`config.mk`:
```
export PLATFORM = sky130hd
export DESIGN_NAME = flash_cmd_decoder
export DESIGN_NICKNAME = d
export VERILOG_FILES = /design/src/rtl/fcd_pkg.sv /design/src/rtl/fcd_seq.sv /design/src/rtl/fcd_req.sv /design/src/rtl/fcd_bank.sv /design/src/rtl/flash_cmd_decoder.sv
export SDC_FILE = /design/constraint.sdc
export NUM_CORES = 1
export LEC_CHECK = 0
export CAP_MARGIN = 20
export CORE_UTILIZATION = 46
export CTS_BUF_LIST = sky130_fd_sc_hd__clkbuf_16
export CTS_CLUSTER_DIAMETER = 120
export CTS_CLUSTER_SIZE = 16
export DETAILED_ROUTE_END_ITERATION = 10
export MAX_ROUTING_LAYER = met4
export PLACE_DENSITY = 0.84
export RECOVER_POWER = 50
export SLEW_MARGIN = 20
export SYNTH_ARGS = -nofsm -noshare
export SYNTH_HDL_FRONTEND = slang
export SYNTH_SLANG_ARGS = --single-unit
```
`constraint.sdc`:
```
create_clock -name clk -period 3.05 [get_ports clk]
set_clock_uncertainty 0.05 [all_clocks]
set_input_delay 0.4575 -clock clk [delete_from_list [all_inputs] [get_ports clk]]
set_output_delay 0.4575 -clock clk [all_outputs]
set_load 0.1 [all_outputs]
```
`src/rtl/fcd_pkg.sv`:
```
package fcd_pkg;
  typedef enum logic [3:0] {
    S_IDLE, S_UNL1, S_UNL2, S_ESET, S_EUNL1, S_EUNL2,
    S_PGM, S_BERASE, S_BEXIT, S_CERUN
  } fcd_state_e;

  localparam logic [7:0] CMD_KEY_A   = 8'hAA;
  localparam logic [7:0] CMD_KEY_B   = 8'h55;
  localparam logic [7:0] CMD_SETUP   = 8'h80;
  localparam logic [7:0] CMD_CHIP    = 8'h10;
  localparam logic [7:0] CMD_SECT    = 8'h30;
  localparam logic [7:0] CMD_PROG    = 8'hA0;
  localparam logic [7:0] CMD_BYP_IN  = 8'h20;
  localparam logic [7:0] CMD_BYP_OUT = 8'h90;
  localparam logic [7:0] CMD_BYP_FIN = 8'h00;

  localparam int         KEY_BITS    = 11;
  localparam logic [KEY_BITS-1:0] ADR_KEY_A = 11'h555;
  localparam logic [KEY_BITS-1:0] ADR_KEY_B = 11'h2AA;
endpackage

```
`src/rtl/fcd_seq.sv`:
```
module fcd_seq
  import fcd_pkg::*;
#(
  parameter int BANK_BITS = 2
) (
  input  logic                 clk,
  input  logic                 rst,
  input  logic                 wr_en,
  input  logic [KEY_BITS-1:0]  key_addr,
  input  logic [BANK_BITS-1:0] wr_bank,
  input  logic [7:0]           cmd,
  input  logic                 accel_q,
  input  logic                 eng_busy,
  output fcd_state_e           state_o,
  output logic                 byp_o,
  output logic [BANK_BITS-1:0] act_bank_o,
  output logic                 iss_prog,
  output logic                 iss_ce,
  output logic                 iss_se
);
  fcd_state_e           state, nxt;
  logic                 byp_q, byp_n, busy_q;
  logic [BANK_BITS-1:0] bank_q, bank_n;
  logic                 at_a, at_b, byp_eff;

  assign at_a    = (key_addr == ADR_KEY_A);
  assign at_b    = (key_addr == ADR_KEY_B);
  assign byp_eff = byp_q | accel_q;

  always_comb begin
    nxt      = state;
    byp_n    = byp_q;
    bank_n   = bank_q;
    iss_prog = 1'b0;
    iss_ce   = 1'b0;
    iss_se   = 1'b0;
    unique case (state)
      S_IDLE: if (wr_en) begin
        bank_n = wr_bank;
        if (byp_eff) begin
          if (cmd == CMD_PROG)                     nxt = S_PGM;
          else if (cmd == CMD_SETUP)               nxt = S_BERASE;
          else if (cmd == CMD_BYP_OUT && !accel_q) nxt = S_BEXIT;
        end else if (cmd == CMD_KEY_A && at_a) begin
          nxt = S_UNL1;
        end
      end
      S_UNL1: if (wr_en) nxt = (cmd == CMD_KEY_B && at_b) ? S_UNL2 : S_IDLE;
      S_UNL2: if (wr_en) begin
        nxt = S_IDLE;
        if (at_a) begin
          if (cmd == CMD_PROG)        nxt = S_PGM;
          else if (cmd == CMD_SETUP)  nxt = S_ESET;
          else if (cmd == CMD_BYP_IN) byp_n = 1'b1;
        end
      end
      S_ESET:  if (wr_en) nxt = (cmd == CMD_KEY_A && at_a) ? S_EUNL1 : S_IDLE;
      S_EUNL1: if (wr_en) nxt = (cmd == CMD_KEY_B && at_b) ? S_EUNL2 : S_IDLE;
      S_EUNL2: if (wr_en) begin
        nxt = S_IDLE;
        if (!eng_busy) begin
          if (cmd == CMD_CHIP && at_a) begin
            iss_ce = 1'b1;
            nxt    = S_CERUN;
          end else if (cmd == CMD_SECT) begin
            iss_se = 1'b1;
          end
        end
      end
      S_PGM: if (wr_en) begin
        nxt      = S_IDLE;
        iss_prog = !eng_busy;
      end
      S_BERASE: if (wr_en) begin
        nxt = S_IDLE;
        if (cmd == CMD_CHIP && !eng_busy) begin
          iss_ce = 1'b1;
          nxt    = S_CERUN;
        end
      end
      S_BEXIT: if (wr_en) begin
        nxt = S_IDLE;
        if (cmd == CMD_BYP_FIN) byp_n = 1'b0;
      end
      S_CERUN: if (busy_q && !eng_busy) nxt = S_IDLE;
      default: nxt = S_IDLE;
    endcase
  end

  always_ff @(posedge clk) begin
    if (rst) begin
      state  <= S_IDLE;
      byp_q  <= 1'b0;
      bank_q <= '0;
      busy_q <= 1'b0;
    end else begin
      state  <= nxt;
      byp_q  <= byp_n;
      bank_q <= bank_n;
      busy_q <= eng_busy;
    end
  end

  assign state_o    = state;
  assign byp_o      = byp_q;
  assign act_bank_o = bank_q;

  // engine still busy keeps the erase-running state
  assert_cerun_hold_R9: assert property (@(posedge clk) disable iff (rst)
    (state == S_CERUN && eng_busy) |=> (state == S_CERUN));
endmodule

```
`src/rtl/fcd_req.sv`:
```
module fcd_req #(
  parameter int AW = 23,
  parameter int DW = 16
) (
  input  logic          clk,
  input  logic          rst,
  input  logic          iss_prog,
  input  logic          iss_ce,
  input  logic          iss_se,
  input  logic          eng_busy,
  input  logic [AW-1:0] wr_addr,
  input  logic [DW-1:0] wr_data,
  output logic          prog_req,
  output logic          ce_req,
  output logic          se_req,
  output logic [AW-1:0] op_addr,
  output logic [DW-1:0] op_data
);
  always_ff @(posedge clk) begin
    if (rst) begin
      prog_req <= 1'b0;
      ce_req   <= 1'b0;
      se_req   <= 1'b0;
      op_addr  <= '0;
      op_data  <= '0;
    end else begin
      prog_req <= iss_prog;
      ce_req   <= iss_ce;
      se_req   <= iss_se;
      if (iss_prog || iss_se) op_addr <= wr_addr;
      if (iss_prog)           op_data <= wr_data;
    end
  end

  assert_busy_gate_R10: assert property (@(posedge clk) disable iff (rst)
    (prog_req || ce_req || se_req) |-> !$past(eng_busy));
  assert_one_req_R8: assert property (@(posedge clk) disable iff (rst)
    $onehot0({prog_req, ce_req, se_req}));
  assert_prog_pulse_R2: assert property (@(posedge clk) disable iff (rst)
    prog_req |=> !prog_req);
endmodule

```
`src/rtl/fcd_bank.sv`:
```
module fcd_bank
  import fcd_pkg::*;
#(
  parameter int BANK_BITS = 2,
  localparam int NB = 1 << BANK_BITS
) (
  input  logic                 clk,
  input  logic                 rst,
  input  fcd_state_e           state,
  input  logic [BANK_BITS-1:0] act_bank,
  input  logic                 byp_eff,
  output logic [NB-1:0]        bank_read
);
  logic ce_run, engaged;
  assign ce_run  = (state == S_CERUN);
  assign engaged = (state != S_IDLE) || byp_eff;

  for (genvar b = 0; b < NB; b++) begin : g_bank
    assign bank_read[b] = !(ce_run || (engaged && act_bank == BANK_BITS'(b)));
  end

  assert_single_bank_R12: assert property (@(posedge clk) disable iff (rst)
    !ce_run |-> ($countones(~bank_read) <= 1));
endmodule

```
`src/rtl/flash_cmd_decoder.sv`:
```
module flash_cmd_decoder
  import fcd_pkg::*;
#(
  parameter int AW = 23,
  parameter int DW = 16,
  parameter int BANK_BITS = 2,
  localparam int NB = 1 << BANK_BITS
) (
  input  logic          clk,
  input  logic          rst,
  input  logic          wr_en,
  input  logic [AW-1:0] wr_addr,
  input  logic [DW-1:0] wr_data,
  input  logic          accel,
  input  logic          eng_busy,
  output logic          prog_req,
  output logic          chip_erase_req,
  output logic          sect_erase_req,
  output logic [AW-1:0] op_addr,
  output logic [DW-1:0] op_data,
  output logic          bypass_mode,
  output logic [NB-1:0] bank_read
);
  fcd_state_e           state;
  logic                 accel_q, byp_q;
  logic [BANK_BITS-1:0] act_bank;
  logic                 iss_prog, iss_ce, iss_se;

  always_ff @(posedge clk) begin
    if (rst) accel_q <= 1'b0;
    else     accel_q <= accel;
  end

  assign bypass_mode = byp_q | accel_q;

  fcd_seq #(.BANK_BITS(BANK_BITS)) u_seq (
    .clk(clk), .rst(rst), .wr_en(wr_en),
    .key_addr(wr_addr[KEY_BITS-1:0]),
    .wr_bank(wr_addr[AW-1 -: BANK_BITS]),
    .cmd(wr_data[7:0]), .accel_q(accel_q), .eng_busy(eng_busy),
    .state_o(state), .byp_o(byp_q), .act_bank_o(act_bank),
    .iss_prog(iss_prog), .iss_ce(iss_ce), .iss_se(iss_se)
  );

  fcd_req #(.AW(AW), .DW(DW)) u_req (
    .clk(clk), .rst(rst), .iss_prog(iss_prog), .iss_ce(iss_ce),
    .iss_se(iss_se), .eng_busy(eng_busy), .wr_addr(wr_addr),
    .wr_data(wr_data), .prog_req(prog_req), .ce_req(chip_erase_req),
    .se_req(sect_erase_req), .op_addr(op_addr), .op_data(op_data)
  );

  fcd_bank #(.BANK_BITS(BANK_BITS)) u_bank (
    .clk(clk), .rst(rst), .state(state), .act_bank(act_bank),
    .byp_eff(bypass_mode), .bank_read(bank_read)
  );

  assert_accel_bypass_R7: assert property (@(posedge clk) disable iff (rst)
    accel |=> bypass_mode);
  assert_erase_ignores_R9: assert property (@(posedge clk) disable iff (rst)
    (state == S_CERUN) |=> !(prog_req || chip_erase_req || sect_erase_req));
endmodule

```
==> metrics <==
Clock Sinks 51; fin util 0.667; RSZ-0062 raised after global routing false; placed inst area 3160 µm²; minimum clock period 2.70 ns; FFs w/ async S/R, synth 0; Clock Latency Late Sink 0.29 ns; CP endpoint kind output pin; Initial Utilization 0.478; met1 Use GR 0.283; synth warn 0; CTS tree built; cts hold-fix bufs 0; DR iter-0 viols 110; peak supply drop 355 µV; pwr/cell area 464 nW/µm²; GP Congestion 0.910; Critical Path RT 2.54 ns; Max-slew headroom -0.427; IO Count 91; Maximum Capacitance Violations 1; grt met2 use 0.400; core region area 4750 µm²; setup violators final 0; die area 5230 µm²; port buffer count 90; count leader, synth dfxtp_1; Die H 72.3 µm; GRT overflow 0; sequential area share after synthesis 0.449; worst r2r src u_seq.state_o[1]$_SDFFE_PP0P_; Core Rows 25; residual DRC count 0; Worst Setup Path Type reg2out; Clk pin slew, worst setup/hold paths 0.07 ns; Routed WL 5.94 mm; Worst Hold Class reg2reg; Least-Margin Pin Slew 2.14 ns; worst setup path endpoint bank_read[0]; first-pass GRT wire length 9.61 mm; Final Cycle Share 0.884; vias in the first global route 2097; register bit total from synthesis 51; post-route ant nets 0; final hold violation count 0; final instance area 3170 µm²; max-slew violation count 50; reg2reg end u_seq.state_o[3]$_SDFFE_PP0P_; Avg WL per Cell 14.2 µm; top cell type by total area after synthesis dfxtp_1; EDFF count, synth 0; crit-path max FO 13; CP arrival 2.19 ns; Die W 72.3 µm; gr busiest metal met2; Syn Std Cell Area 2270 µm²; CP Launch Point u_seq.state_o[1]$_SDFFE_PP0P_; commonest cells in the netlist 51 x dfxtp_1, 40 x nand2_1, 37 x nor2_1; CTS H-tree depth 2; n_diodes 0; Setup Buffers After CTS 0; Post-Synthesis Cells 265; largest cells by area after synthesis dfxtp_1 45%, mux2i_1 10%, nand2_1 6.6%, nor2_1 6.1%, a21oi_1 5.1%; Max Clk Rate 371 MHz; Leakage 1.06 nW; Clock Path Buffers 2; Hold Path Stages 2; crit start category register; syn_nets 309; Post-DP HPWL 4.34 mm; status finished with violations; GRT Util Overall 0.242; Layout Area Growth over Synthesis 39.3%; routed vias 2202; largest net degree at the start of global routing 50; R2R setup slack 0.96 ns; top-area cell type share of the netlist area 0.449; First-pass DRT Iterations 4; Syn Area/Cell 8.58 µm²; vias per cell 5.26; synth unique cells 37; Root Buffer clkbuf_16; post-CTS sizing 0; nets 395; CTS Buf Count 5; Primary FF master, synth dfxtp_1; grt met3 use 0.0708; violated checks max-capacitance violations, max-slew violations; initial antenna violation count 0; FF-to-FF path depth 5; share of layout cells above drive strength 1 0.0568
==> sequential cells by signal, indices dropped and copies added, names as in the netlist <==
register          flops
u_req.op_addr        23
u_req.op_data        16
u_seq.state_o         4
u_seq.act_bank_o      2
accel_q               1
u_req.ce_req          1
u_req.prog_req        1
u_req.se_req          1
u_seq.busy_q          1
u_seq.byp_o           1
==> power by group <==
group	total, mW	switching (mW)	internal, mW	leakage (nW)
clock network	0.647	0.256	0.391	0.0844
registers	0.673	0.00350	0.669	0.412
logic	0.152	0.0770	0.0749	0.560
total	1.47	0.336	1.14	1.06
==> kinds of logic after synthesis <==
group / Yosys count / share of synthesized area
AOI/OAI and AO/OA: 44 / 0.125
buffers and inverters: 19 / 0.0391
DFF: 51 / 0.449
muxes: 23 / 0.101
and+or+nand+nor: 128 / 0.286
==> how the worst min path moves through the flow <==
stage / startpoint / endpoint
after floorplan: u_seq.byp_o$_SDFFE_PP0P_ / u_seq.byp_o$_SDFFE_PP0P_
after global placement: u_req.op_data[15]$_SDFFE_PP0P_ / u_req.op_data[15]$_SDFFE_PP0P_
after detailed placement: u_req.op_data[2]$_SDFFE_PP0P_ / u_req.op_data[2]$_SDFFE_PP0P_
after CTS: u_req.op_data[2]$_SDFFE_PP0P_ / u_req.op_data[2]$_SDFFE_PP0P_
after global routing: u_req.op_data[8]$_SDFFE_PP0P_ / u_req.op_data[8]$_SDFFE_PP0P_
final: u_req.op_data[2]$_SDFFE_PP0P_ / u_req.op_data[2]$_SDFFE_PP0P_
==> cell type report <==
cell class / instances / area (µm²)
fillers: 440 / 1590
multi-input cells: 195 / 1170
flip-flops and latches: 51 / 1020
repair buffers: 93 / 701
clock buffers: 5 / 125
well taps: 67 / 83.8
clock inverters: 3 / 47.5
inverters: 5 / 18.8
==> worst max-delay path: stages, from the launching register on <==
cell and delay, ns:
dfxtp_1 0.45, or4_4 0.60, nor3_1 0.28, nor2_1 0.11, a21oi_1 0.26, buf_12 0.21
==> routing by layer <==
| layer | up-vias | share of wire | wire length (µm) |
|---|---|---|---|
| met3 | 10 | 0.068 | 402 |
| met2 | 75 | 0.49 | 2910 |
| met1 | 997 | 0.43 | 2550 |
| met5 | - | 0 | 0 |
| li1 | 1120 | - | - |
| met4 | 0 | 0.013 | 76 |
==> metrics by stage <==
step	instances	setup TNS (ns)	hold WS, ns	power [mW]	setup WS, ns
floorplan	265	-0.536	0.406	0.752	-0.135
global placement	411	0	0.392	0.838	0.554
detailed placement	411	0	0.398	0.840	0.453
CTS	419	0	0.408	1.48	0.357
global route	419	0	0.431	1.52	0.210
finish	419	0	0.406	1.47	0.353
==> layout by cell type (no fill, tap or decap), types with 2 or more instances in the layout <==
cell type,count
nor2_1,37
a2111oi_0,2
nor4b_1,2
mux2i_1,23
clkbuf_1,44
o21ai_0,2
nand4_1,3
or4_4,2
dfxtp_1,51
clkbuf_16,5
buf_12,5
nand2_1,40
a31oi_1,2
inv_1,5
a211oi_1,3
and4b_1,3
nor3_1,6
nand3_1,9
nand4b_1,2
nor4bb_1,4
buf_4,2
clkdlybuf4s50_1,42
and3b_1,2
o31ai_1,2
a21oi_1,23
o22ai_1,2
o2bb2ai_1,3
nor2b_1,8
nor4_1,5
Note: power is estimated with default switching activity, not from simulation.
